## src/rtl/lamp_fault_pkg.sv

```systemverilog
package lamp_fault_pkg;
  typedef struct packed {
    logic lamp_ok;
    logic no_ovc;
  } fault_status_t;

  localparam fault_status_t STATUS_RESET = '{lamp_ok: 1'b1, no_ovc: 1'b1};
endpackage

```

## src/rtl/lamp_out_timer.sv

```systemverilog
module lamp_out_timer #(
  parameter int unsigned TICKS = 1000
) (
  input  logic clk_i,
  input  logic rst_ni,
  input  logic run_i,
  input  logic tick_i,
  output logic expire_o
);
  localparam int unsigned CW = (TICKS > 1) ? $clog2(TICKS) : 1;
  localparam logic [CW-1:0] LAST = CW'(TICKS - 1);

  logic [CW-1:0] cnt_q;

  assign expire_o = run_i && tick_i && (cnt_q == LAST);

  always_ff @(posedge clk_i or negedge rst_ni) begin
    if (!rst_ni)                cnt_q <= '0;
    else if (!run_i || expire_o) cnt_q <= '0;
    else if (tick_i)            cnt_q <= cnt_q + CW'(1);
  end

  p_cnt_range_r2: assert property (@(posedge clk_i) disable iff (!rst_ni)
    cnt_q <= LAST);
  // count restarts when the timer is not running
  p_idle_clear_r7: assert property (@(posedge clk_i) disable iff (!rst_ni)
    !run_i |=> cnt_q == '0);
endmodule

```

## src/rtl/lamp_out_latch.sv

```systemverilog
module lamp_out_latch (
  input  logic clk_i,
  input  logic rst_ni,
  input  logic expire_i,
  input  logic rearm_i,
  output logic ok_o
);
  always_ff @(posedge clk_i or negedge rst_ni) begin
    if (!rst_ni)       ok_o <= 1'b1;
    else if (rearm_i)  ok_o <= 1'b1;
    else if (expire_i) ok_o <= 1'b0;
  end

  p_sticky_r4: assert property (@(posedge clk_i) disable iff (!rst_ni)
    (!ok_o && !rearm_i) |=> !ok_o);
  p_rearm_r6: assert property (@(posedge clk_i) disable iff (!rst_ni)
    rearm_i |=> ok_o);
  p_fall_cause_r2: assert property (@(posedge clk_i) disable iff (!rst_ni)
    (ok_o && !expire_i) |=> ok_o);
endmodule

```

## src/rtl/ovc_period_flag.sv

```systemverilog
module ovc_period_flag (
  input  logic clk_i,
  input  logic rst_ni,
  input  logic ovc_i,
  input  logic period_start_i,
  output logic no_ovc_o
);
  always_ff @(posedge clk_i or negedge rst_ni) begin
    if (!rst_ni)             no_ovc_o <= 1'b1;
    else if (ovc_i)          no_ovc_o <= 1'b0;
    else if (period_start_i) no_ovc_o <= 1'b1;
  end

  p_ovc_clear_r8: assert property (@(posedge clk_i) disable iff (!rst_ni)
    ovc_i |=> !no_ovc_o);
  p_period_set_r9: assert property (@(posedge clk_i) disable iff (!rst_ni)
    (period_start_i && !ovc_i) |=> no_ovc_o);
  p_hold_r10: assert property (@(posedge clk_i) disable iff (!rst_ni)
    (!period_start_i && !ovc_i) |=> $stable(no_ovc_o));
endmodule

```

## src/rtl/lamp_fault_monitor.sv

```systemverilog
module lamp_fault_monitor
  import lamp_fault_pkg::*;
#(
  parameter int unsigned TICKS = 1000
) (
  input  logic clk_i,
  input  logic rst_ni,
  input  logic tick_i,
  input  logic lamp_det_i,
  input  logic lamp_on_i,
  input  logic shdn_i,
  input  logic ovc_i,
  input  logic period_start_i,
  output logic lamp_ok_o,
  output logic no_ovc_o,
  output logic lamp_en_o
);
  fault_status_t status;
  logic          run;
  logic          expire;

  // timer only advances while lit, armed and no current seen
  assign run = lamp_on_i && !shdn_i && status.lamp_ok && !lamp_det_i;

  lamp_out_timer #(.TICKS(TICKS)) u_timer (
    .clk_i    (clk_i),
    .rst_ni   (rst_ni),
    .run_i    (run),
    .tick_i   (tick_i),
    .expire_o (expire)
  );

  lamp_out_latch u_latch (
    .clk_i    (clk_i),
    .rst_ni   (rst_ni),
    .expire_i (expire),
    .rearm_i  (shdn_i),
    .ok_o     (status.lamp_ok)
  );

  ovc_period_flag u_ovc (
    .clk_i          (clk_i),
    .rst_ni         (rst_ni),
    .ovc_i          (ovc_i),
    .period_start_i (period_start_i),
    .no_ovc_o       (status.no_ovc)
  );

  assign lamp_ok_o = status.lamp_ok;
  assign no_ovc_o  = status.no_ovc;
  assign lamp_en_o = lamp_on_i && !shdn_i && status.lamp_ok;

  p_gate_r5: assert property (@(posedge clk_i) disable iff (!rst_ni)
    !lamp_ok_o |-> !lamp_en_o);
  p_det_no_fault_r3: assert property (@(posedge clk_i) disable iff (!rst_ni)
    (lamp_ok_o && lamp_det_i) |=> lamp_ok_o);
endmodule

```

## config.mk

```make
export PLATFORM = sky130hd
export DESIGN_NAME = lamp_fault_monitor
export DESIGN_NICKNAME = d
export VERILOG_FILES = /design/src/rtl/lamp_fault_pkg.sv /design/src/rtl/lamp_out_timer.sv /design/src/rtl/lamp_out_latch.sv /design/src/rtl/ovc_period_flag.sv /design/src/rtl/lamp_fault_monitor.sv
export SDC_FILE = /design/constraint.sdc
export NUM_CORES = 1
export LEC_CHECK = 0
export BUFFER_PORTS_ARGS = -buffer_cell sky130_fd_sc_hd__buf_2
export CAP_MARGIN = 20
export CORE_AREA = 2 2 39 41
export DETAILED_ROUTE_END_ITERATION = 8
export DIE_AREA = 0 0 41 43
export GPL_TIMING_DRIVEN = 0
export PLACE_DENSITY_LB_ADDON = 0.15
export SYNTH_ARGS = -nofsm -noshare
export SYNTH_HDL_FRONTEND = slang
export SYNTH_SLANG_ARGS = --single-unit
```

## constraint.sdc

```tcl
create_clock -name clk_i -period 3.05 [get_ports clk_i]
set_input_delay 0.1525 -clock clk_i [delete_from_list [all_inputs] [get_ports clk_i]]
set_output_delay 0.1525 -clock clk_i [all_outputs]
set_load 0.05 [all_outputs]
```

# After elaboration in Yosys (flattened, before gate mapping)
# Cells that the tools add are included.
[op_classes] n_eq_ne=1 n_reduce_logical=12 muxes=6 add_sub_neg=1
[ops] operator="10-bit 2-to-1 mux" count=2
[ops] operator="10-bit by 1-bit adder with 10-bit output, second input constant" count=1
[ops] operator="10-bit == test, second input constant" count=1
[ops] operator="2-bit nonzero test" count=3
[ops] operator="1-bit logical AND" count=5
[ops] operator="1-bit 2-to-1 mux" count=4
[ops] operator="1-bit zero test" count=3
[ops] operator="1-bit logical OR" count=1
[word_totals] input_bits=8 regBits=12

# Depth between registers and ports, before layout
# Gate-level depths: netlist (run 1).
[depth] word_depth=8 depth_mapped=5 depth_no_buf=5

# Hierarchy
# Synthesis (run 1) repeated with hierarchy kept, for this count alone.
[unflattened] hier_cells=62 area_unflattened_um2=621.8
[modules_own_cells] mod="lamp_out_timer" cells_each=55 seq_area_each_um2=250.2 instances=1 area_per_inst_um2=526.8
[modules_own_cells] mod="lamp_out_latch" cells_each=3 seq_area_each_um2=26.3 instances=1 area_per_inst_um2=37.5
[modules_own_cells] mod="ovc_period_flag" cells_each=2 seq_area_each_um2=26.3 instances=1 area_per_inst_um2=36.3
[modules_own_cells] mod="lamp_fault_monitor" cells_each=2 seq_area_each_um2=0.0 instances=1 area_per_inst_um2=21.3

# Least setup slack after synthesis (run 1)
# Ideal clock, no wire load.
[synth_timing] path_type="reg-to-output" startpoint="register u_latch.ok_o" endpoint="output lamp_en_o" path_stages_with_launch=3 required_ns=2.897 slack_ns=1.437 n_path_buf=0 arrival_ns=1.461 path_cell_list="dfstp_2 nand2_1 nor2_1"
[synth_between] elab_chain_cells=1
[synth_lines] item="start, declared" line_no="lamp_out_latch.sv:6" text="output logic ok_o"
[synth_lines] item="start signal, assigned" line_no="lamp_out_latch.sv:9" text="if (!rst_ni) ok_o <= 1'b1;"
[synth_lines] item="start signal, assigned" line_no="lamp_out_latch.sv:10" text="else if (rearm_i) ok_o <= 1'b1;"
[synth_lines] item="start signal, assigned" line_no="lamp_out_latch.sv:11" text="else if (expire_i) ok_o <= 1'b0;"
[synth_lines] item="1-bit logical AND" line_no="lamp_fault_monitor.sv:51" text="assign lamp_en_o = lamp_on_i && !shdn_i && status.lamp_ok;"
[synth_lines] item="end, declared" line_no="lamp_fault_monitor.sv:16" text="output logic lamp_en_o"
# No other way between the ends.

# Worst setup path in the final report (run 1)
[layout_timing] startpoint="register u_timer.cnt_q[0]" endpoint="register u_timer.cnt_q[3]"
[layout_between] elab_chain_cells=4 word_cells_on_any_way=7
[layout_lines] item="start, declared" line_no="lamp_out_timer.sv:13" text="logic [CW-1:0] cnt_q;"
[layout_lines] item="start signal, assigned" line_no="lamp_out_timer.sv:20" text="else if (tick_i) cnt_q <= cnt_q + CW'(1);"
[layout_lines] item="branches (longest 4 deep; another with 10-bit by 1-bit adder with 10-bit output)"
# Parallel ways; which one is timed is not known. The select of a mux whose other input is x is not followed.
# A chain may end at the register's enable or synchronous reset.

==> Flow_metrics.wiki, run 1 <==
{| class="wikitable"
! Metric !! Value
|-
| Root cell of the clock tree || sky130_fd_sc_hd__clkbuf_4
|-
| Fraction of post-synthesis cell area in the top cell type by area || 0.390
|-
| Worst slack at placement || ~1.5 ns
|-
| Clock tree from TritonCTS || yes
|-
| Sequential-to-total area share from yosys stat || 0.472
|-
| Antenna-violating nets left || 0
|-
| H-Tree Depth || 1
|-
| Slew Viols, Final || 0
|-
| Combined flip-flop and latch cell area || slightly above 300 µm²
|-
| Total clock sinks || 12
|-
| Die area || about 0.0018 mm²
|-
| Nets in the synthesized netlist || a little under 70
|-
| CTS Buffer Depth || 2
|-
| Multi-input gate area || about 320 µm²
|-
| Portion of the clock cycle consumed by the worst path in the final layout || 0.497
|-
| Crit path capture type || flop
|-
| TritonCTS buffer count || 3
|-
| WL/cell || 12.4 µm
|-
| Kind of path behind the tightest hold check || primary input to flop
|-
| Headroom to the max-slew limit || 0.789
|-
| GR Overflow Total || 0
|-
| Final number of hold-violating endpoints || 0
|-
| Cell area power density || between 300 and 400 mW/mm²
|-
| Post-Synthesis Cell Area || 642 µm²
|-
| Number of synthesized flops with an enable pin || 0
|-
| Hold Path Origin || shdn_i
|-
| Ratio of cells with drive above 1 in the final layout || 0.311
|-
| Vias after detailed routing || 464
|-
| Highest clock rate || 0.659 GHz
|-
| Cells taking the most area after synthesis || sky130_fd_sc_hd__dfrtp_1 39%, sky130_fd_sc_hd__dfstp_2 8.2%, sky130_fd_sc_hd__nor2_1 7.0%
|-
| Die Wd || around 41 µm
|-
| Final-layout setup total negative slack || 0 ns
|-
| Critical Path Source || u_timer.cnt_q[0]
|-
| Synth warnings || 0
|-
| Vias/cell || 5.16
|-
| # fillers || ~150
|-
| Synthesized netlist cell count || 59
|-
| Largest net degree at the start of global routing || 13
|-
| Post-CTS Setup Bufs || 0
|-
| Biggest area consumer among synthesized cells || sky130_fd_sc_hd__dfrtp_1
|-
| Cells traversed along the worst timing path || ha_1 > nand2_4 > nor4_4 > a21bo_2 > nor2_1
|-
| Routability congestion estimate from global placement || between 0.6 and 0.7
|-
| Layout area overhead || 17.3%
|-
| Core Footprint || approximately 0.0014 mm²
|-
| Final Hold Slack || 0.107 ns
|-
| Site Rows || 14
|-
| Setup repair after global routing missed its margin || no
|-
| Count leader, synth || sky130_fd_sc_hd__nor2_1
|-
| Number of failing setup endpoints in the final timing report || 0
|-
| Async set-reset flop share out of synthesis || 1.00
|-
| Critical Setup Path Class || flop to flop
|-
| # DRC || 0
|-
| Post-route total power || 291 µW
|-
| Antenna diodes || 0
|-
| Starting density of the core || 0.464
|-
| Number of buffers added on ports || 9
|-
| Vertical die dimension || approximately 43 µm
|-
| Maximum capacitance violations || 0
|-
| Netlist cell types || 28
|-
| Post-cts hold buffer count || 2
|-
| Setup WS post-layout || 1.53 ns
|-
| Crit path buffers/inverters || 0
|-
| Iteration count of the initial detailed-routing pass || 4
|-
| Required time of the critical path || 3.21 ns
|-
| Post-synth top flop || sky130_fd_sc_hd__dfrtp_1
|-
| Top cells by instance count after synthesis || 12 x sky130_fd_sc_hd__nor2_1, 10 x sky130_fd_sc_hd__dfrtp_1, 3 x sky130_fd_sc_hd__nand3_1, 3 x sky130_fd_sc_hd__xnor2_1, 3 x sky130_fd_sc_hd__xor2_1
|-
| Iter 0 DRT Violations || 2
|-
| CP peak stage delay || 0.41 ns
|-
| Clock Pin Slew Worst Setup and Hold Paths || about 0.080 ns
|-
| Initial antenna violation count || 0
|-
| Post-DP HPWL || ~810 µm
|-
| Number of top-level pins || 11
|-
| Highest net fanout along the worst path || 7
|-
| Cell at the slowest stage of the critical path || sky130_fd_sc_hd__dfrtp_1
|-
| Largest voltage drop on the vdd net || 0.000171 V
|-
| Post-cts gate resize count || 0
|-
| Static leakage power || 0.000327 µW
|-
| Worst slew pin tran || around 0.31 ns
|-
| Number of synthesized register bits || 12
|-
| Critical Path Source Type || flop
|-
| Worst skew pair latency || about 0.27 ns
|-
| Crit Reg-Reg Startpoint || u_timer.cnt_q[0]
|-
| Data arrival, critical path || between 1.5 and 2 ns
|-
| Kind of cell adding the most delay to the critical path || simple AND/OR/NAND/NOR gates
|-
| Result of the run || finished, final reports clean
|-
| Average footprint of a synthesized cell || between 10 and 15 µm²
|-
| Clock Skew || between 0.005 and 0.006 ns
|-
| Number of global-route vias before repair || 477
|-
| Global-route total usage across every layer || 0.168
|-
| Min cycle time layout || 1.52 ns
|-
| Global-route wire length before repair || ~2000 µm
|-
| Final #Nets || 84
|-
| Final wirelength || about 1100 µm
|}
[report_power, final]
| group | total, µW | switching, µW | internal [µW] |
|---|---|---|---|
| clock | 104 | 52.9 | 50.6 |
| sequential | 162 | 0.842 | 161 |
| combinational | 25.7 | 16.0 | 9.70 |
| total | 291 | 69.7 | 221 |
[per-layer routing]
metal	up-vias	global-route usage	wire (µm)
met5	-	0	0
met4	0	0.120	18
met3	2	0.0314	62
met2	12	0.247	542
met1	214	0.209	489
li1	236	-	-
[kinds of logic (layout without fill, tap and decap cells)]
kind of cell / after synthesis / after routing / synth area share
and+or+nand+nor: 28 / 28 / 0.287
buffers and inverters: 3 / 18 / 0.0292
muxes: 1 / 1 / 0.0156
xor gates and xnor gates: 6 / 6 / 0.0819
adders and majority gates: 1 / 1 / 0.0195
AOI/OAI and AO/OA: 8 / 8 / 0.0955
DFF: 12 / 12 / 0.472
[area by class of cell]
type                       instances  area share
multi-input combinational         44       0.425
sequential                        12       0.402
timing repair buffer              11      0.0864
clock buffer                       4      0.0349
tap                               16      0.0266
buffer                             1      0.0150
inverter                           2     0.00997
[worst reg2reg max path: stages (launching register included)]
cell	delay [ns]
sky130_fd_sc_hd__dfrtp_1	0.41
sky130_fd_sc_hd__ha_1	0.24
sky130_fd_sc_hd__nand2_4	0.10
sky130_fd_sc_hd__nor4_4	0.31
sky130_fd_sc_hd__a21bo_2	0.28
sky130_fd_sc_hd__nor2_1	0.07
[state kept, by name, summed over array words and instances, names as in the netlist]
signal and count:
u_ovc.no_ovc_o 1, u_timer.cnt_q 10, u_latch.ok_o 1
[worst paths after layout]
kind	end	slack, ns	depth (start not counted)
setup / recovery	u_timer.cnt_q[3]	1.53	5
hold / removal	u_latch.ok_o	0.11	2
setup reg to reg	u_timer.cnt_q[3]	1.53	5
hold reg to reg	u_ovc.no_ovc_o	0.49	2
max in group asynchronous	u_ovc.no_ovc_o	2.49	2
min in group asynchronous	u_timer.cnt_q[8]	0.28	2
[per-stage QoR]
| step | util | instance area [µm²] | cells |
|---|---|---|---|
| 6_report | 0.544 | 753 | 90 |
| 5_1_grt | 0.544 | 753 | 90 |
| 4_1_cts | 0.544 | 753 | 90 |
| 3_5_place_dp | 0.511 | 707 | 84 |
| 3_3_place_gp | 0.511 | 707 | 84 |
| 2_1_floorplan | - | 642 | 59 |
[cell usage in the layout (no fill, tap or decap), types with 3 or more instances in the layout]
cell type	n
sky130_fd_sc_hd__xnor2_1	3
sky130_fd_sc_hd__dfrtp_1	10
sky130_fd_sc_hd__xor2_1	3
sky130_fd_sc_hd__clkbuf_4	3
sky130_fd_sc_hd__nor2_1	12
sky130_fd_sc_hd__buf_2	9
sky130_fd_sc_hd__nand3_1	3
Note: power is estimated with default switching activity, not from simulation.
==> inputs of run 2 (changes only) <==
==> constraint.sdc (replaced) <==
create_clock -name clk_i -period 1.44 [get_ports clk_i]
set_input_delay 0.072 -clock clk_i [delete_from_list [all_inputs] [get_ports clk_i]]
set_output_delay 0.072 -clock clk_i [all_outputs]
set_load 0.05 [all_outputs]
==> Flow_metrics.wiki, run 2 (synthesized netlist as in run 1, its figures left out) <==
{| class="wikitable"
! Metric !! Value
|-
| Core Footprint || 0.00138 mm² (unchanged)
|-
| Required time of the critical path || 1.60 ns (-1.61 ns)
|-
| Min cycle time layout || 1.40 ns (-0.121 ns)
|-
| WL/cell || 12.2 µm (-1.6%)
|-
| Final design instance area without fill || 798 µm² (+6.0%)
|-
| Headroom to the max-slew limit || 0.789 (about the same)
|-
| Critical Setup Path Class || flop to flop
|-
| Setup repair after global routing missed its margin || yes
|-
| Register with the most flip-flops || u_timer.cnt_q
|-
| Global-route total usage across every layer || 0.157 (-0.0106)
|-
| Vias after detailed routing || 486 (+4.7%)
|-
| GR Overflow Total || 0 (unchanged)
|-
| Combined flip-flop and latch cell area || 305 µm² (+0.83%)
|-
| Number of top-level pins || 11 (unchanged)
|-
| # DRC || 0 (unchanged)
|-
| Portion of the clock cycle consumed by the worst path in the final layout || 0.970 (+0.472)
|-
| Crit path capture type || flop
|-
| Vertical die dimension || 43 µm (unchanged)
|-
| Die area || 0.00176 mm² (unchanged)
|-
| Root cell of the clock tree || sky130_fd_sc_hd__clkbuf_4
|-
| Largest voltage drop on the vdd net || 0.000403 V (+140%)
|-
| Number of global-route vias before repair || 416 (-13%)
|-
| Slew Viols, Final || 0 (unchanged)
|-
| Global-route wire length before repair || 1810 µm (-7.1%)
|-
| Layout area overhead || 24.4%
|-
| Data arrival, critical path || 1.56 ns (-0.11 ns)
|-
| Worst skew pair latency || 0.27 ns (about the same)
|-
| Post-DP HPWL || 755 µm (-6.8%)
|-
| Largest net degree at the start of global routing || 13 (unchanged)
|-
| Kind of path behind the tightest hold check || primary input to flop
|-
| Clock Skew || 0.00121 ns (-0.00429 ns)
|-
| Number of flip-flops in the largest register || 10 (unchanged)
|-
| Ratio of cells with drive above 1 in the final layout || 0.408 (+0.0971)
|-
| Site Rows || 14 (unchanged)
|-
| Clock tree from TritonCTS || yes
|-
| Number of failing setup endpoints in the final timing report || 0 (unchanged)
|-
| Worst slew pin tran || 0.314 ns (-0.000199 ns)
|-
| Highest clock rate || 0.716 GHz (+8.7%)
|-
| Final #Nets || 86 (+2.4%)
|-
| Post-route total power || 665 µW (+130%)
|-
| Final number of hold-violating endpoints || 0 (unchanged)
|-
| Placed cell area || 709 µm² (+0.35%)
|-
| Die Wd || 41 µm (unchanged)
|-
| Antenna-violating nets left || 0 (unchanged)
|-
| H-Tree Depth || 1 (unchanged)
|-
| Total clock sinks || 12 (unchanged)
|-
| Top Registers || u_timer.cnt_q x10, u_latch.ok_o x1, u_ovc.no_ovc_o x1
|-
| Multi-input gate area || 338 µm² (+5.5%)
|-
| Final wirelength || 1120 µm (+0.54%)
|-
| Routability congestion estimate from global placement || 0.703 (+3.0%)
|-
| Initial antenna violation count || 0 (unchanged)
|-
| Iteration count of the initial detailed-routing pass || 4 (unchanged)
|-
| Iter 0 DRT Violations || 9 (+7)
|-
| Clock Pin Slew Worst Setup and Hold Paths || 0.08 ns (about the same)
|-
| # fillers || 121 (-18%)
|-
| CTS Buffer Depth || 2 (unchanged)
|-
| Most used cells in the layout excluding fill and tap cells || 10 x sky130_fd_sc_hd__nor2_1, 9 x sky130_fd_sc_hd__buf_2, 8 x sky130_fd_sc_hd__dfrtp_1
|-
| Critical Path Source Type || flop
|-
| Final-layout setup total negative slack || 0 ns (unchanged)
|-
| Cell area power density || 833 mW/mm² (+120%)
|-
| TritonCTS buffer count || 3 (unchanged)
|-
| Antenna diodes || 0 (unchanged)
|-
| Maximum capacitance violations || 0 (unchanged)
|-
| Number of buffers added on ports || 9 (unchanged)
|-
| Result of the run || finished, final reports clean
|-
| Most frequent standard cell in the layout excluding fill and tap cells || sky130_fd_sc_hd__nor2_1
|-
| Static leakage power || 0.000337 µW (+2.9%)
|-
| Starting density of the core || 0.464 (unchanged)
|-
| Highest net fanout along the worst path || 7 (unchanged)
|-
| Vias/cell || 5.28 (+2.5%)
|}
## run 2: power by group
part | switching (µW) | internal, µW
Sequential | 2.25 | 341
Clock | 112 | 154
Combinational | 34.2 | 21.1
## run 2: final timing paths
kind / startpoint / endpoint / cells after the start / slack [ns]
worst max-delay path: u_timer.cnt_q[0] / u_timer.cnt_q[6] / 5 / 0.04
worst min-delay path: period_start_i / u_ovc.no_ovc_o / 3 / 0.02
worst max register to register: u_timer.cnt_q[0] / u_timer.cnt_q[6] / 5 / 0.04
worst min register to register: u_ovc.no_ovc_o / u_ovc.no_ovc_o / 2 / 0.49
max in group asynchronous: rst_ni / u_ovc.no_ovc_o / 2 / 0.97
min in group asynchronous: rst_ni / u_timer.cnt_q[4] / 2 / 0.20
## run 2: cell type report
cell class / instances / share of cell area
multi-input combinational: 44 / 0.423
clock buffer: 4 / 0.0455
tap: 16 / 0.0251
sequential: 12 / 0.382
timing repair buffer: 13 / 0.100
inverter: 2 / 0.00940
buffer: 1 / 0.0141
## run 2: per-stage QoR
step	instances	utilization	setup WS (ns)	hold slack (ns)
after floorplan	59	-	-0.0147	-0.224
after global placement	84	0.513	-0.0490	-0.0362
after detailed placement	84	0.513	-0.0555	-0.0326
after CTS	90	0.553	0.00452	0.0215
after global routing	92	0.577	-0.0940	0.0410
final	92	0.577	0.0438	0.0204
## run 2: what timing repair did
action / CTS / global route
hold buffers: 2 / 0
setup endpoints to repair: 10 / 11
endpoints found under the hold margin: 13 / 0
setup buffers: 0 / 2
pin swaps: 2 / 8
gates resized for setup: 0 / 5
## run 2: worst max-delay path: stages (launching register included)
cell                      delay [ns]
sky130_fd_sc_hd__dfrtp_2        0.41
sky130_fd_sc_hd__ha_4           0.16
sky130_fd_sc_hd__nand2_4        0.06
sky130_fd_sc_hd__nor4_4         0.30
sky130_fd_sc_hd__a21bo_2        0.28
sky130_fd_sc_hd__nor2_1         0.07
## run 2: metal layers
metal  wire length [µm]  track usage
met5                  0            0
met4                 15        0.100
met3                 58       0.0471
met2                523        0.191
met1                521        0.235
==> inputs of run 3 (changes only) <==
--- a/config.mk
+++ b/config.mk
@@ -14,4 +14,5 @@
 export PLACE_DENSITY_LB_ADDON = 0.15
 export SYNTH_ARGS = -nofsm -noshare
 export SYNTH_HDL_FRONTEND = slang
+export SYNTH_HIERARCHICAL = 1
 export SYNTH_SLANG_ARGS = --single-unit
==> constraint.sdc (replaced) <==
create_clock -name clk_i -period 1.44 [get_ports clk_i]
set_input_delay 0.072 -clock clk_i [delete_from_list [all_inputs] [get_ports clk_i]]
set_output_delay 0.072 -clock clk_i [all_outputs]
set_load 0.02 [all_outputs]
==> Flow_metrics.wiki, run 3 <==
{| class="wikitable"
! Metric !! Value
|-
| Setup repair after global routing missed its margin || no
|-
| Metal1 wirelength || 511 µm (-1.9%)
|-
| Site Rows || 14 (unchanged)
|-
| Global-route total usage across every layer || 0.156 (-0.00112)
|-
| WL/cell || 11.7 µm (-4.1%)
|-
| Critical Setup Path Class || flop to flop
|-
| Synthesized netlist cell count || 62 (+5.1%)
|-
| Cell area power density || 802 mW/mm² (-3.7%)
|-
| Die area || 0.00176 mm² (unchanged)
|-
| Multi-input gate area || 307 µm² (-9.3%)
|-
| Number of buffers added on ports || 9 (unchanged)
|-
| Post-cts hold buffer count || 2 (unchanged)
|-
| Combined flip-flop and latch cell area || 303 µm² (-0.82%)
|-
| Routed length on met2 || 508 µm (-2.9%)
|-
| Number of flip-flops in the largest register || 10 (unchanged)
|-
| Total clock sinks || 12 (unchanged)
|-
| Routability congestion estimate from global placement || 0.753 (+7.1%)
|-
| Root cell of the clock tree || sky130_fd_sc_hd__clkbuf_4
|-
| Cell at the slowest stage of the critical path || sky130_fd_sc_hd__dfrtp_1
|-
| Sequential-to-total area share from yosys stat || 0.487 (+0.0152)
|-
| Routed wl met3 || 43 µm (-26%)
|-
| Worst slew pin tran || 0.258 ns (-0.0564 ns)
|-
| Cells traversed along the worst timing path || ha_1 > and3_1 > nand4_1 > nor2_1 > inv_1 > a21o_1
|-
| GR Overflow Total || 0 (unchanged)
|-
| Largest voltage drop on the vdd net || 0.000389 V (-3.3%)
|-
| Antenna-violating nets left || 0 (unchanged)
|-
| # DRC || 0 (unchanged)
|-
| Average footprint of a synthesized cell || 10.0 µm² (-7.8%)
|-
| Global-route wire length before repair || 1860 µm (+2.3%)
|-
| Largest net degree at the start of global routing || 13 (unchanged)
|-
| Critical Path Source || u_timer/cnt_q[0]
|-
| Number of synthesized register bits || 12 (unchanged)
|-
| TritonCTS buffer count || 3 (unchanged)
|-
| Starting density of the core || 0.449 (-0.0145)
|-
| Headroom to the max-slew limit || 0.828 (+0.0391)
|-
| Critical path endpoint || u_latch/ok_o
|-
| Portion of the clock cycle consumed by the worst path in the final layout || 0.934 (-0.0360)
|-
| Kind of path behind the tightest hold check || primary input to flop
|-
| Final Hold Slack || 0.0152 ns (-0.00518 ns)
|-
| Final wirelength || 1070 µm (-4.1%)
|-
| Layout area overhead || 17.3%
|-
| Post-cts gate resize count || 0 (unchanged)
|-
| Worst skew pair latency || 0.26 ns (about the same)
|-
| Post-CTS Setup Bufs || 0 (unchanged)
|-
| Final design instance area without fill || 729 µm² (-8.6%)
|-
| Post-synth top flop || sky130_fd_sc_hd__dfrtp_1
|-
| Clock tree from TritonCTS || yes
|-
| Clock Skew || 0.000542 ns (-0.000666 ns)
|-
| Nets in the synthesized netlist || 71 (+4.4%)
|-
| Required time of the critical path || 1.64 ns (+0.04 ns)
|-
| Number of cells in the design after placement || 87 (+3.6%)
|-
| Result of the run || finished, final reports clean
|-
| Netlist cell types || 24 (-14%)
|-
| Min cycle time layout || 1.34 ns (-0.0518 ns)
|-
| Vias after detailed routing || 473 (-2.7%)
|-
| Critical Path Source Type || flop
|-
| Placed cell area || 687 µm² (-3.2%)
|-
| Final-layout setup total negative slack || 0 ns (unchanged)
|-
| Final number of hold-violating endpoints || 0 (unchanged)
|-
| Data arrival, critical path || 1.54 ns (-0.02 ns)
|-
| Top Metal Used || met4
|-
| Number of synthesized flops with an enable pin || 0 (unchanged)
|-
| Initial antenna violation count || 0 (unchanged)
|-
| Most used cells in the layout excluding fill and tap cells || 14 x sky130_fd_sc_hd__nor2_1, 10 x sky130_fd_sc_hd__buf_2, 10 x sky130_fd_sc_hd__dfrtp_1
|-
| Highest net fanout along the worst path || 4 (-3)
|-
| Antenna diodes || 0 (unchanged)
|-
| Post-Synthesis Cell Area || 622 µm² (-3.1%)
|-
| CTS Buffer Depth || 2 (unchanged)
|-
| Worst reg-to-reg path cell count || 6 (+1)
|-
| Top Registers || u_timer/cnt_q x10, u_latch/ok_o x1, u_ovc/no_ovc_o x1
|-
| Vertical die dimension || 43 µm (unchanged)
|-
| Crit path capture type || flop
|-
| Die Wd || 41 µm (unchanged)
|-
| Async set-reset flop share out of synthesis || 1.00 (unchanged)
|-
| Core Footprint || 0.00138 mm² (unchanged)
|-
| Post-DP HPWL || 821 µm (+8.8%)
|-
| Capture instance of the worst register-to-register path || u_latch/ok_o
|-
| H-Tree Depth || 1 (unchanged)
|-
| Cells taking the most area after synthesis || sky130_fd_sc_hd__dfrtp_1 40%, sky130_fd_sc_hd__dfstp_2 8.5%, sky130_fd_sc_hd__nor2_1 8.5%
|-
| # fillers || 123 (+1.7%)
|-
| Vias/cell || 5.14 (-2.7%)
|-
| Highest clock rate || 0.744 GHz (+3.9%)
|-
| Number of top-level pins || 11 (unchanged)
|-
| Crit Reg-Reg Startpoint || u_timer/cnt_q[0]
|-
| Fraction of post-synthesis cell area in the top cell type by area || 0.402 (+0.0126)
|-
| Static leakage power || 0.000300 µW (-11%)
|-
| Iter 0 DRT Violations || 7 (-2)
|-
| Maximum capacitance violations || 0 (unchanged)
|-
| Count leader, synth || sky130_fd_sc_hd__nor2_1
|-
| Slew Viols, Final || 0 (unchanged)
|-
| Number of failing setup endpoints in the final timing report || 0 (unchanged)
|-
| Register with the most flip-flops || u_timer/cnt_q
|-
| Iteration count of the initial detailed-routing pass || 4 (unchanged)
|-
| Final cell count without fillers || 92 (unchanged)
|-
| CP peak stage delay || 0.41 ns (about the same)
|-
| Most frequent standard cell in the layout excluding fill and tap cells || sky130_fd_sc_hd__nor2_1
|-
| Ratio of cells with drive above 1 in the final layout || 0.263 (-0.145)
|-
| Final #Nets || 87 (+1.2%)
|-
| Register-to-register path setup slack || 0.1 ns (+0.05 ns)
|-
| Synth warnings || 6 (+6)
|-
| Clock Pin Slew Worst Setup and Hold Paths || 0.07 ns (about the same)
|-
| Number of global-route vias before repair || 451 (+8.4%)
|-
| Biggest area consumer among synthesized cells || sky130_fd_sc_hd__dfrtp_1
|-
| Top cells by instance count after synthesis || 14 x sky130_fd_sc_hd__nor2_1, 10 x sky130_fd_sc_hd__dfrtp_1, 5 x sky130_fd_sc_hd__nand4_1, 5 x sky130_fd_sc_hd__xnor2_1, 4 x sky130_fd_sc_hd__nand2_1
|}
==> run 3: cell types whose count changed after synthesis, sizes merged, moves of 2 or more <==
cell | previous run | this run
xnor2 | 3 | 5
nor3 | 3 | 1
nand3 | 4 | 2
nand4 | 2 | 5
nand2 | 3 | 5
==> run 3: layer usage <==
layer | up-vias | GRT usage
met1 | 221 | 0.203
met2 | 9 | 0.234
met5 | - | 0
met3 | 2 | 0.0314
li1 | 241 | -
met4 | 0 | 0.0800
==> run 3: report_power, final <==
part / switching (µW) / internal (µW) / total, µW
combinational: 23.0 / 19.5 / 42.5
clock: 103 / 96.5 / 200
sequential: 1.89 / 341 / 343
total: 128 / 457 / 585
==> run 3: final cells by class <==
| class | count | area share |
|---|---|---|
| clock buffers | 3 | 0.0309 |
| well taps | 16 | 0.0274 |
| repair buffers | 11 | 0.0892 |
| multi-input cells | 47 | 0.420 |
| inverters | 2 | 0.0103 |
| flip-flops and latches | 12 | 0.415 |
| plain buffers | 1 | 0.00686 |
==> run 3: per-stage QoR <==
step | setup slack (ns) | utilization | total power (µW)
2_1_floorplan | 0.197 | - | 369
3_3_place_gp | 0.146 | 0.496 | 388
3_5_place_dp | 0.109 | 0.496 | 389
4_1_cts | 0.0865 | 0.527 | 600
5_1_grt | 0.0226 | 0.527 | 624
6_report | 0.0956 | 0.527 | 585
==> run 3: worst max-delay path: cells and delay by family (launching register included) <==
kind                       cells  cell delay (ns)
adders and majority gates      1             0.21
DFF                            1             0.41
AOI/OAI and AO/OA              1             0.15
and+or+nand+nor                3             0.45
buffers and inverters          1             0.06
==> run 3: logic make-up after synthesis <==
family,after synthesis,share of synthesized area
buffers and inverters,3,0.0201
xor gates and xnor gates,8,0.113
AOI/OAI and AO/OA,4,0.0503
muxes,1,0.0161
DFF,12,0.487
adders and majority gates,1,0.0201
and+or+nand+nor,33,0.294
==> run 3: worst min path at each step <==
stage,start,endpoint,cells after the start
after global routing,shdn_i,u_latch/ok_o,2
after floorplan,rst_ni,u_timer/cnt_q[0],0
final,shdn_i,u_latch/ok_o,2
after CTS,shdn_i,u_latch/ok_o,2
after global placement,rst_ni,u_timer/cnt_q[0],1
after detailed placement,rst_ni,u_timer/cnt_q[2],1
